[config.mk]
export PLATFORM = sky130hd
export DESIGN_NAME = ptimer_cap
export DESIGN_NICKNAME = d
export VERILOG_FILES = /design/src/rtl/ptc_pkg.sv /design/src/rtl/ptc_sync_edge.sv /design/src/rtl/ptc_tick_sel.sv /design/src/rtl/ptc_counter.sv /design/src/rtl/ptc_capture.sv /design/src/rtl/ptimer_cap.sv
export SDC_FILE = /design/constraint.sdc
export NUM_CORES = 1
export LEC_CHECK = 0
export ABC_AREA = 1
export BUFFER_PORTS_ARGS = -buffer_cell sky130_fd_sc_hd__buf_2
export CAP_MARGIN = 25
export CELL_PAD_IN_SITES_DETAIL_PLACEMENT = 1
export CELL_PAD_IN_SITES_GLOBAL_PLACEMENT = 2
export CORE_MARGIN = 1.5
export CORE_UTILIZATION = 32
export DETAILED_ROUTE_END_ITERATION = 10
export PLACE_DENSITY = 0.93
export SYNTH_ARGS = -nofsm -noshare
export SYNTH_HDL_FRONTEND = slang
export SYNTH_HIERARCHICAL = 1
export SYNTH_SLANG_ARGS = --single-unit
[constraint.sdc]
create_clock -name clk -period 2.4 [get_ports clk]
set_clock_uncertainty 0.1 [all_clocks]
set_input_delay 0.24 -clock clk [delete_from_list [all_inputs] [get_ports clk]]
set_output_delay 0.24 -clock clk [all_outputs]
set_load 0.01 [all_outputs]
[src/rtl/ptc_pkg.sv]
package ptc_pkg;

    typedef enum logic [2:0] {
        CS_DIV4    = 3'd0,
        CS_DIV16   = 3'd1,
        CS_DIV64   = 3'd2,
        CS_DIV256  = 3'd3,
        CS_DIV1024 = 3'd4,
        CS_RSVD    = 3'd5,
        CS_RTC     = 3'd6,
        CS_EXT     = 3'd7
    } clk_sel_e;

    typedef enum logic [1:0] {
        RA_CTRL  = 2'd0,
        RA_CONST = 2'd1,
        RA_COUNT = 2'd2,
        RA_CAPT  = 2'd3
    } reg_addr_e;

    localparam logic [1:0] EDG_RISE = 2'd0;
    localparam logic [1:0] EDG_FALL = 2'd1;

    // control word, MSB first
    typedef struct packed {
        logic       cap_flag;
        logic       unf_flag;
        logic       run;
        logic       unf_ie;
        logic       cap_ie;
        logic       cap_en;
        logic [1:0] edge_sel;
        clk_sel_e   csel;
    } ctrl_t;

    localparam int unsigned CTRL_W  = $bits(ctrl_t);
    localparam int unsigned NUM_DIV = 5;
    localparam int unsigned SEL_N   = 8;

    // log2 of the division ratio for prescaler tap idx
    function automatic int unsigned div_log2(input int unsigned idx);
        return 2 + 2 * idx;
    endfunction

    function automatic logic edge_match(input logic [1:0] mode,
                                        input logic rise,
                                        input logic fall);
        case (mode)
            EDG_RISE: return rise;
            EDG_FALL: return fall;
            default:  return rise | fall;
        endcase
    endfunction

endpackage

[src/rtl/ptc_sync_edge.sv]
module ptc_sync_edge #(
    parameter int unsigned STAGES = 2
) (
    input  logic       clk,
    input  logic       rst,
    input  logic       din,
    input  logic [1:0] mode,
    output logic       hit
);
    // sh[STAGES-1] is the synchronized level, sh[STAGES] its previous value
    logic [STAGES:0] sh;

    always_ff @(posedge clk) begin
        if (rst) sh <= '0;
        else     sh <= {sh[STAGES-1:0], din};
    end

    logic rise, fall;
    assign rise = sh[STAGES-1] & ~sh[STAGES];
    assign fall = ~sh[STAGES-1] & sh[STAGES];
    assign hit  = ptc_pkg::edge_match(mode, rise, fall);
endmodule

[src/rtl/ptc_tick_sel.sv]
module ptc_tick_sel
    import ptc_pkg::*;
#(
    parameter int unsigned N_DIV = NUM_DIV
) (
    input  logic     clk,
    input  logic     rst,
    input  logic     run,
    input  clk_sel_e csel,
    input  logic     rtc_tick,
    input  logic     ext_hit,
    output logic     tick
);
    localparam int unsigned PRE_W = div_log2(N_DIV - 1);

    logic [PRE_W-1:0] pre;
    logic [N_DIV-1:0] div_tick;
    logic [SEL_N-1:0] div_pad;

    // prescaler restarts while stopped
    always_ff @(posedge clk) begin
        if (rst || !run) pre <= '0;
        else             pre <= pre + 1'b1;
    end

    for (genvar i = 0; i < N_DIV; i++) begin : g_tap
        localparam int unsigned L = div_log2(i);
        assign div_tick[i] = &pre[L-1:0];
    end

    assign div_pad = {{(SEL_N - N_DIV){1'b0}}, div_tick};

    always_comb begin
        case (csel)
            CS_RSVD: tick = 1'b0;
            CS_RTC:  tick = rtc_tick;
            CS_EXT:  tick = ext_hit;
            default: tick = div_pad[csel];
        endcase
    end
endmodule

[src/rtl/ptc_counter.sv]
module ptc_counter #(
    parameter int unsigned W = 32
) (
    input  logic         clk,
    input  logic         rst,
    input  logic         run,
    input  logic         tick,
    input  logic         load,
    input  logic [W-1:0] load_val,
    input  logic [W-1:0] reload_val,
    output logic [W-1:0] cnt,
    output logic         underflow
);
    logic at_zero;
    assign at_zero   = (cnt == '0);
    assign underflow = run & tick & at_zero;

    always_ff @(posedge clk) begin
        if (rst) begin
            cnt <= '0;
        end else if (!run) begin
            if (load) cnt <= load_val;
        end else if (tick) begin
            cnt <= at_zero ? reload_val : cnt - 1'b1;
        end
    end
endmodule

[src/rtl/ptc_capture.sv]
module ptc_capture #(
    parameter int unsigned W = 32
) (
    input  logic         clk,
    input  logic         rst,
    input  logic         en,
    input  logic         hit,
    input  logic         flag,
    input  logic [W-1:0] cnt,
    output logic         evt,
    output logic [W-1:0] cap_q
);
    assign evt = en & hit;

    always_ff @(posedge clk) begin
        if (rst)              cap_q <= '0;
        else if (evt && !flag) cap_q <= cnt;
    end
endmodule

[src/rtl/ptimer_cap.sv]
module ptimer_cap
    import ptc_pkg::*;
#(
    parameter int unsigned W           = 32,
    parameter int unsigned SYNC_STAGES = 2
) (
    input  logic         clk,
    input  logic         rst,
    input  logic         wr_en,
    input  logic [1:0]   addr,
    input  logic [W-1:0] wdata,
    output logic [W-1:0] rdata,
    input  logic         rtc_tick,
    input  logic         ext_clk,
    input  logic         cap_in,
    output logic         irq
);
    ctrl_t        ctrl_q, ctrl_wr;
    logic [W-1:0] const_q, cnt, cap_q;
    logic         wr_ctrl, wr_const, wr_cnt;
    logic         ext_hit, cap_hit, tick, underflow, cap_evt;
    logic         unf_next, cap_next;

    assign wr_ctrl  = wr_en && (reg_addr_e'(addr) == RA_CTRL);
    assign wr_const = wr_en && (reg_addr_e'(addr) == RA_CONST);
    assign wr_cnt   = wr_en && (reg_addr_e'(addr) == RA_COUNT);
    assign ctrl_wr  = ctrl_t'(wdata[CTRL_W-1:0]);

    ptc_sync_edge #(.STAGES(SYNC_STAGES)) u_ext_sync (
        .clk(clk), .rst(rst), .din(ext_clk), .mode(EDG_RISE), .hit(ext_hit)
    );

    ptc_sync_edge #(.STAGES(SYNC_STAGES)) u_cap_sync (
        .clk(clk), .rst(rst), .din(cap_in), .mode(ctrl_q.edge_sel), .hit(cap_hit)
    );

    ptc_tick_sel u_tick (
        .clk(clk), .rst(rst), .run(ctrl_q.run), .csel(ctrl_q.csel),
        .rtc_tick(rtc_tick), .ext_hit(ext_hit), .tick(tick)
    );

    ptc_counter #(.W(W)) u_cnt (
        .clk(clk), .rst(rst), .run(ctrl_q.run), .tick(tick),
        .load(wr_cnt), .load_val(wdata), .reload_val(const_q),
        .cnt(cnt), .underflow(underflow)
    );

    ptc_capture #(.W(W)) u_cap (
        .clk(clk), .rst(rst), .en(ctrl_q.cap_en), .hit(cap_hit),
        .flag(ctrl_q.cap_flag), .cnt(cnt), .evt(cap_evt), .cap_q(cap_q)
    );

    // flags: writing 0 clears, writing 1 keeps, a set event wins
    assign unf_next = (ctrl_q.unf_flag & ~(wr_ctrl & ~ctrl_wr.unf_flag)) | underflow;
    assign cap_next = (ctrl_q.cap_flag & ~(wr_ctrl & ~ctrl_wr.cap_flag)) | cap_evt;

    always_ff @(posedge clk) begin
        if (rst) begin
            ctrl_q  <= '0;
            const_q <= '0;
        end else begin
            if (wr_ctrl) begin
                ctrl_q.csel     <= ctrl_wr.csel;
                ctrl_q.edge_sel <= ctrl_wr.edge_sel;
                ctrl_q.cap_en   <= ctrl_wr.cap_en;
                ctrl_q.cap_ie   <= ctrl_wr.cap_ie;
                ctrl_q.unf_ie   <= ctrl_wr.unf_ie;
                ctrl_q.run      <= ctrl_wr.run;
            end
            ctrl_q.unf_flag <= unf_next;
            ctrl_q.cap_flag <= cap_next;
            if (wr_const) const_q <= wdata;
        end
    end

    always_comb begin
        case (reg_addr_e'(addr))
            RA_CTRL:  rdata = {{(W - CTRL_W){1'b0}}, ctrl_q};
            RA_CONST: rdata = const_q;
            RA_COUNT: rdata = cnt;
            default:  rdata = cap_q;
        endcase
    end

    assign irq = (ctrl_q.unf_flag & ctrl_q.unf_ie) | (ctrl_q.cap_flag & ctrl_q.cap_ie);
endmodule

==> flow_metrics.py <==
metrics = {
    "floorplan": {
        "fp.dieW_um": 153.3,
        "start_util": 0.3282,
        "rows": 54,
        "die_h_um": 153.3,
        "io_pins": 73,
        "dieArea_um2": 23500,
        "coreArea_um2": 22030,
    },
    "critical_path": {
        "cp_data_arrival_time_ns": 2.43,
        "cp.required_ns": 2.66,
        "endpoint_kind": "flop",
        "reg2reg_from": "u_tick/pre[0]$_SDFF_PP0_",
        "path_class": "reg -> reg",
        "cp-start-kind": "flop",
        "crit_start": "u_tick/pre[0]$_SDFF_PP0_",
        "critPathMaxFanout": 16,
    },
    "sta": {
        "setup_viol": 0,
        "period_share": 0.9052,
        "max_freq_ghz": 0.4603,
        "rsz0062_at_grt": "no",
        "worst_slew_pin_slew_ns": 0.7129,
        "hold_violations": 0,
        "relSlewSlack": 0.5242,
        "fin_crit_ns": 2.173,
        "fin_setup_tns_ns": 0,
        "layout_setup_ws_ns": 0.2274,
        "drv_slew": 0,
    },
    "drt": {
        "routed_wl_um": 25080,
        "drtAntennaViolNets": 0,
        "drt_iter0_markers": 361,
        "firstDrtPassIters": 5,
        "num_vias": 7844,
        "drc": 0,
        "vias_per_cell": 4.933,
        "wl_per_cell_um": 15.77,
    },
    "power": {
        "power_frac_clock": 0.457,
        "p_comb_frac": 0.187,
        "switching_power_uw": 1871,
        "internal_power_uw": 4334,
        "swShare": 0.3016,
        "p_leak_uw": 0.004306,
        "ir_worst_vdd_v": 0.0003818,
        "p_per_area_nw_per_um2": 693.2,
        "sequentialPowerShare": 0.357,
    },
    "clock_network": {
        "cts_sinks": 123,
        "clock_path_buffers": 2,
        "cts_resized": 0,
        "clk_pin_slew_worst_paths_ns": 0.06,
        "cts_tree": "yes",
        "insertion_delay_ns": 0.44,
        "postCtsHoldBufs": 31,
        "clock-root-buffer": "clkbuf_16",
        "cts_made_buffers": 17,
        "post_cts_buffers": 0,
        "h-tree-depth": 4,
    },
    "logic_synthesis": {
        "synth_top_area_cell": "dfxtp_1",
        "synthesis.instances": 1185,
        "yosysWarningCount": 6,
        "synth_fa_ha_area_frac": 0.01211,
        "synth_top_family_by_area": "simple AND/OR/NAND/NOR gates",
        "synth_compound_area_frac": 0.1327,
        "synth.top_cell.area_share": 0.3406,
        "yosysSeqAreaShare": 0.3406,
        "yosys-top-cells-count": "nand2_1, nor2_1, inv_1",
        "synthMuxAreaShare": 0,
        "synth_edf_count": 0,
        "synth_async_sr_flop_share": 0,
        "yosys-top-cells-area": "dfxtp_1, nand2_1, nor2_1",
        "yosys.cell_count.top_type": "nand2_1",
        "syn_area_per_cell_um2": 6.101,
        "syn_area_um2": 7229,
        "synth_cell_types": 38,
        "synth.ff_latch_count": 123,
        "synthSimpleGateAreaFrac": 0.4027,
        "synth-xor-area-share": 0.009692,
        "synth_top_flop_cell": "dfxtp_1",
    },
    "global_routing": {
        "grt.total_usage": 0.2230,
        "grt_pass1_wl_um": 41970,
        "grt_overflow_total": 0,
        "grt_pass1_vias": 8270,
        "grt_max_degree": 65,
        "antenna_found_initial": 0,
    },
    "job": {
        "cap_violations": 0,
    },
    "finish": {
        "area.growth.synth_to_final_pct": 23.81,
        "layout.nets": 1344,
        "final_cells": 1590,
        "drive_gt1_frac": 0.1481,
        "fillers": 2944,
        "diodes": 0,
    },
    "placement": {
        "hpwlAfterDp_um": 17980,
        "portBuffers": 72,
        "post-place-ws_ns": 0.2686,
        "place_congestion": 0.9062,
        "placedCellCount": 1527,
    },
    "worst_hold_path": {
        "hp-class": "in -> reg",
        "hold_path.startpoint": "wdata[25]",
    },
    "run_status": {
        "status": "completed",
    },
}
[cells in the final DEF (no fill, tap or decap), types with 8 or more instances in the layout]
cell type and n:
clkbuf_16 17, nand3_1 64, dfxtp_1 123, dlygate4sd3_1 31, a21oi_2 8, nand4_1 19, o21ai_0 107, buf_2 72
nor2_4 9, inv_1 126, nand2_1 329, nor2_1 220, buf_4 31, a21oi_1 54, nor2_2 16
[path summary, 6_finish.rpt]
| check | endpoint | slack, ns | cells after the start |
|---|---|---|---|
| setup reg to reg | ctrl_q[9]$_SDFF_PP0_ | 0.23 | 14 |
| hold / removal | const_q[25]$_SDFFE_PP0P_ | 0.002 | 3 |
| hold reg to reg | u_cap_sync/sh[1]$_SDFF_PP0_ | 0.31 | 2 |
| setup / recovery | ctrl_q[9]$_SDFF_PP0_ | 0.23 | 14 |
[sequential cells by signal, summed over array words and instances (netlist names)]
name	cells
u_ext_sync/sh	3
u_tick/pre	10
ctrl_q	11
u_cap/cap_q	32
u_cap_sync/sh	3
const_q	32
u_cnt/cnt	32
[cell families (layout without fill, tap and decap cells)]
group / count (synthesis) / after routing
xor gates and xnor gates: 8 / 8
adders and majority gates: 7 / 7
and+or+nand+nor: 684 / 684
AOI/OAI and AO/OA: 182 / 182
DFF: 123 / 123
other: 1 / 5
buffers and inverters: 180 / 301
[area by class of cell]
class / instances / area [um2] / area share
Multi-Input combinational cell: 886 / 4050 / 0.4525
Sequential cell: 123 / 2462 / 0.2751
Timing Repair Buffer: 136 / 950.9 / 0.1062
Inverter: 133 / 500.5 / 0.05591
Clock buffer: 21 / 470.5 / 0.05256
Tap cell: 280 / 350.3 / 0.03914
Clock inverter: 11 / 166.4 / 0.01859
[critical path, stage by stage, from the launching register on]
cell,delay [ns]
dfxtp_1,0.40
ha_1,0.28
inv_1,0.11
nor2_4,0.14
nand2_2,0.07
nand2_1,0.06
nand3_1,0.07
nand2_1,0.06
nand2_1,0.06
inv_1,0.05
nand2_1,0.08
buf_4,0.22
nor3_1,0.19
inv_1,0.07
a21oi_1,0.13
[metrics by stage]
stage	total power [uW]	util	hold WS, ns	cell area (um2)
after floorplan	2981	-	0.2091	7244
after global placement	3335	0.3621	0.3010	7976
after detailed placement	3366	0.3634	0.3066	8004
after CTS	6246	0.4064	0.0004880	8951
after global routing	6499	0.4064	0.01182	8951
final	6205	0.4064	0.002139	8951
[metal layers]
layer  wire, um  share of wire  vias to the layer above  track usage
li1           -              -                     3934            -
met1      11480           0.46                     3778       0.2715
met2      12560           0.50                      103       0.3994
met3        659          0.026                       29      0.03629
met4        381          0.015                        0      0.07049
met5          0              0                        -            0
[power groups by stage]
stage	logic (uW)	registers, uW	clock network [uW]
floorplan	748	2230	0
global placement	1080	2250	0
detailed placement	1110	2260	0
CTS	1160	2210	2870
global route	1300	2230	2980
finish	1160	2210	2830
Note: power is estimated with default switching activity, not from simulation.
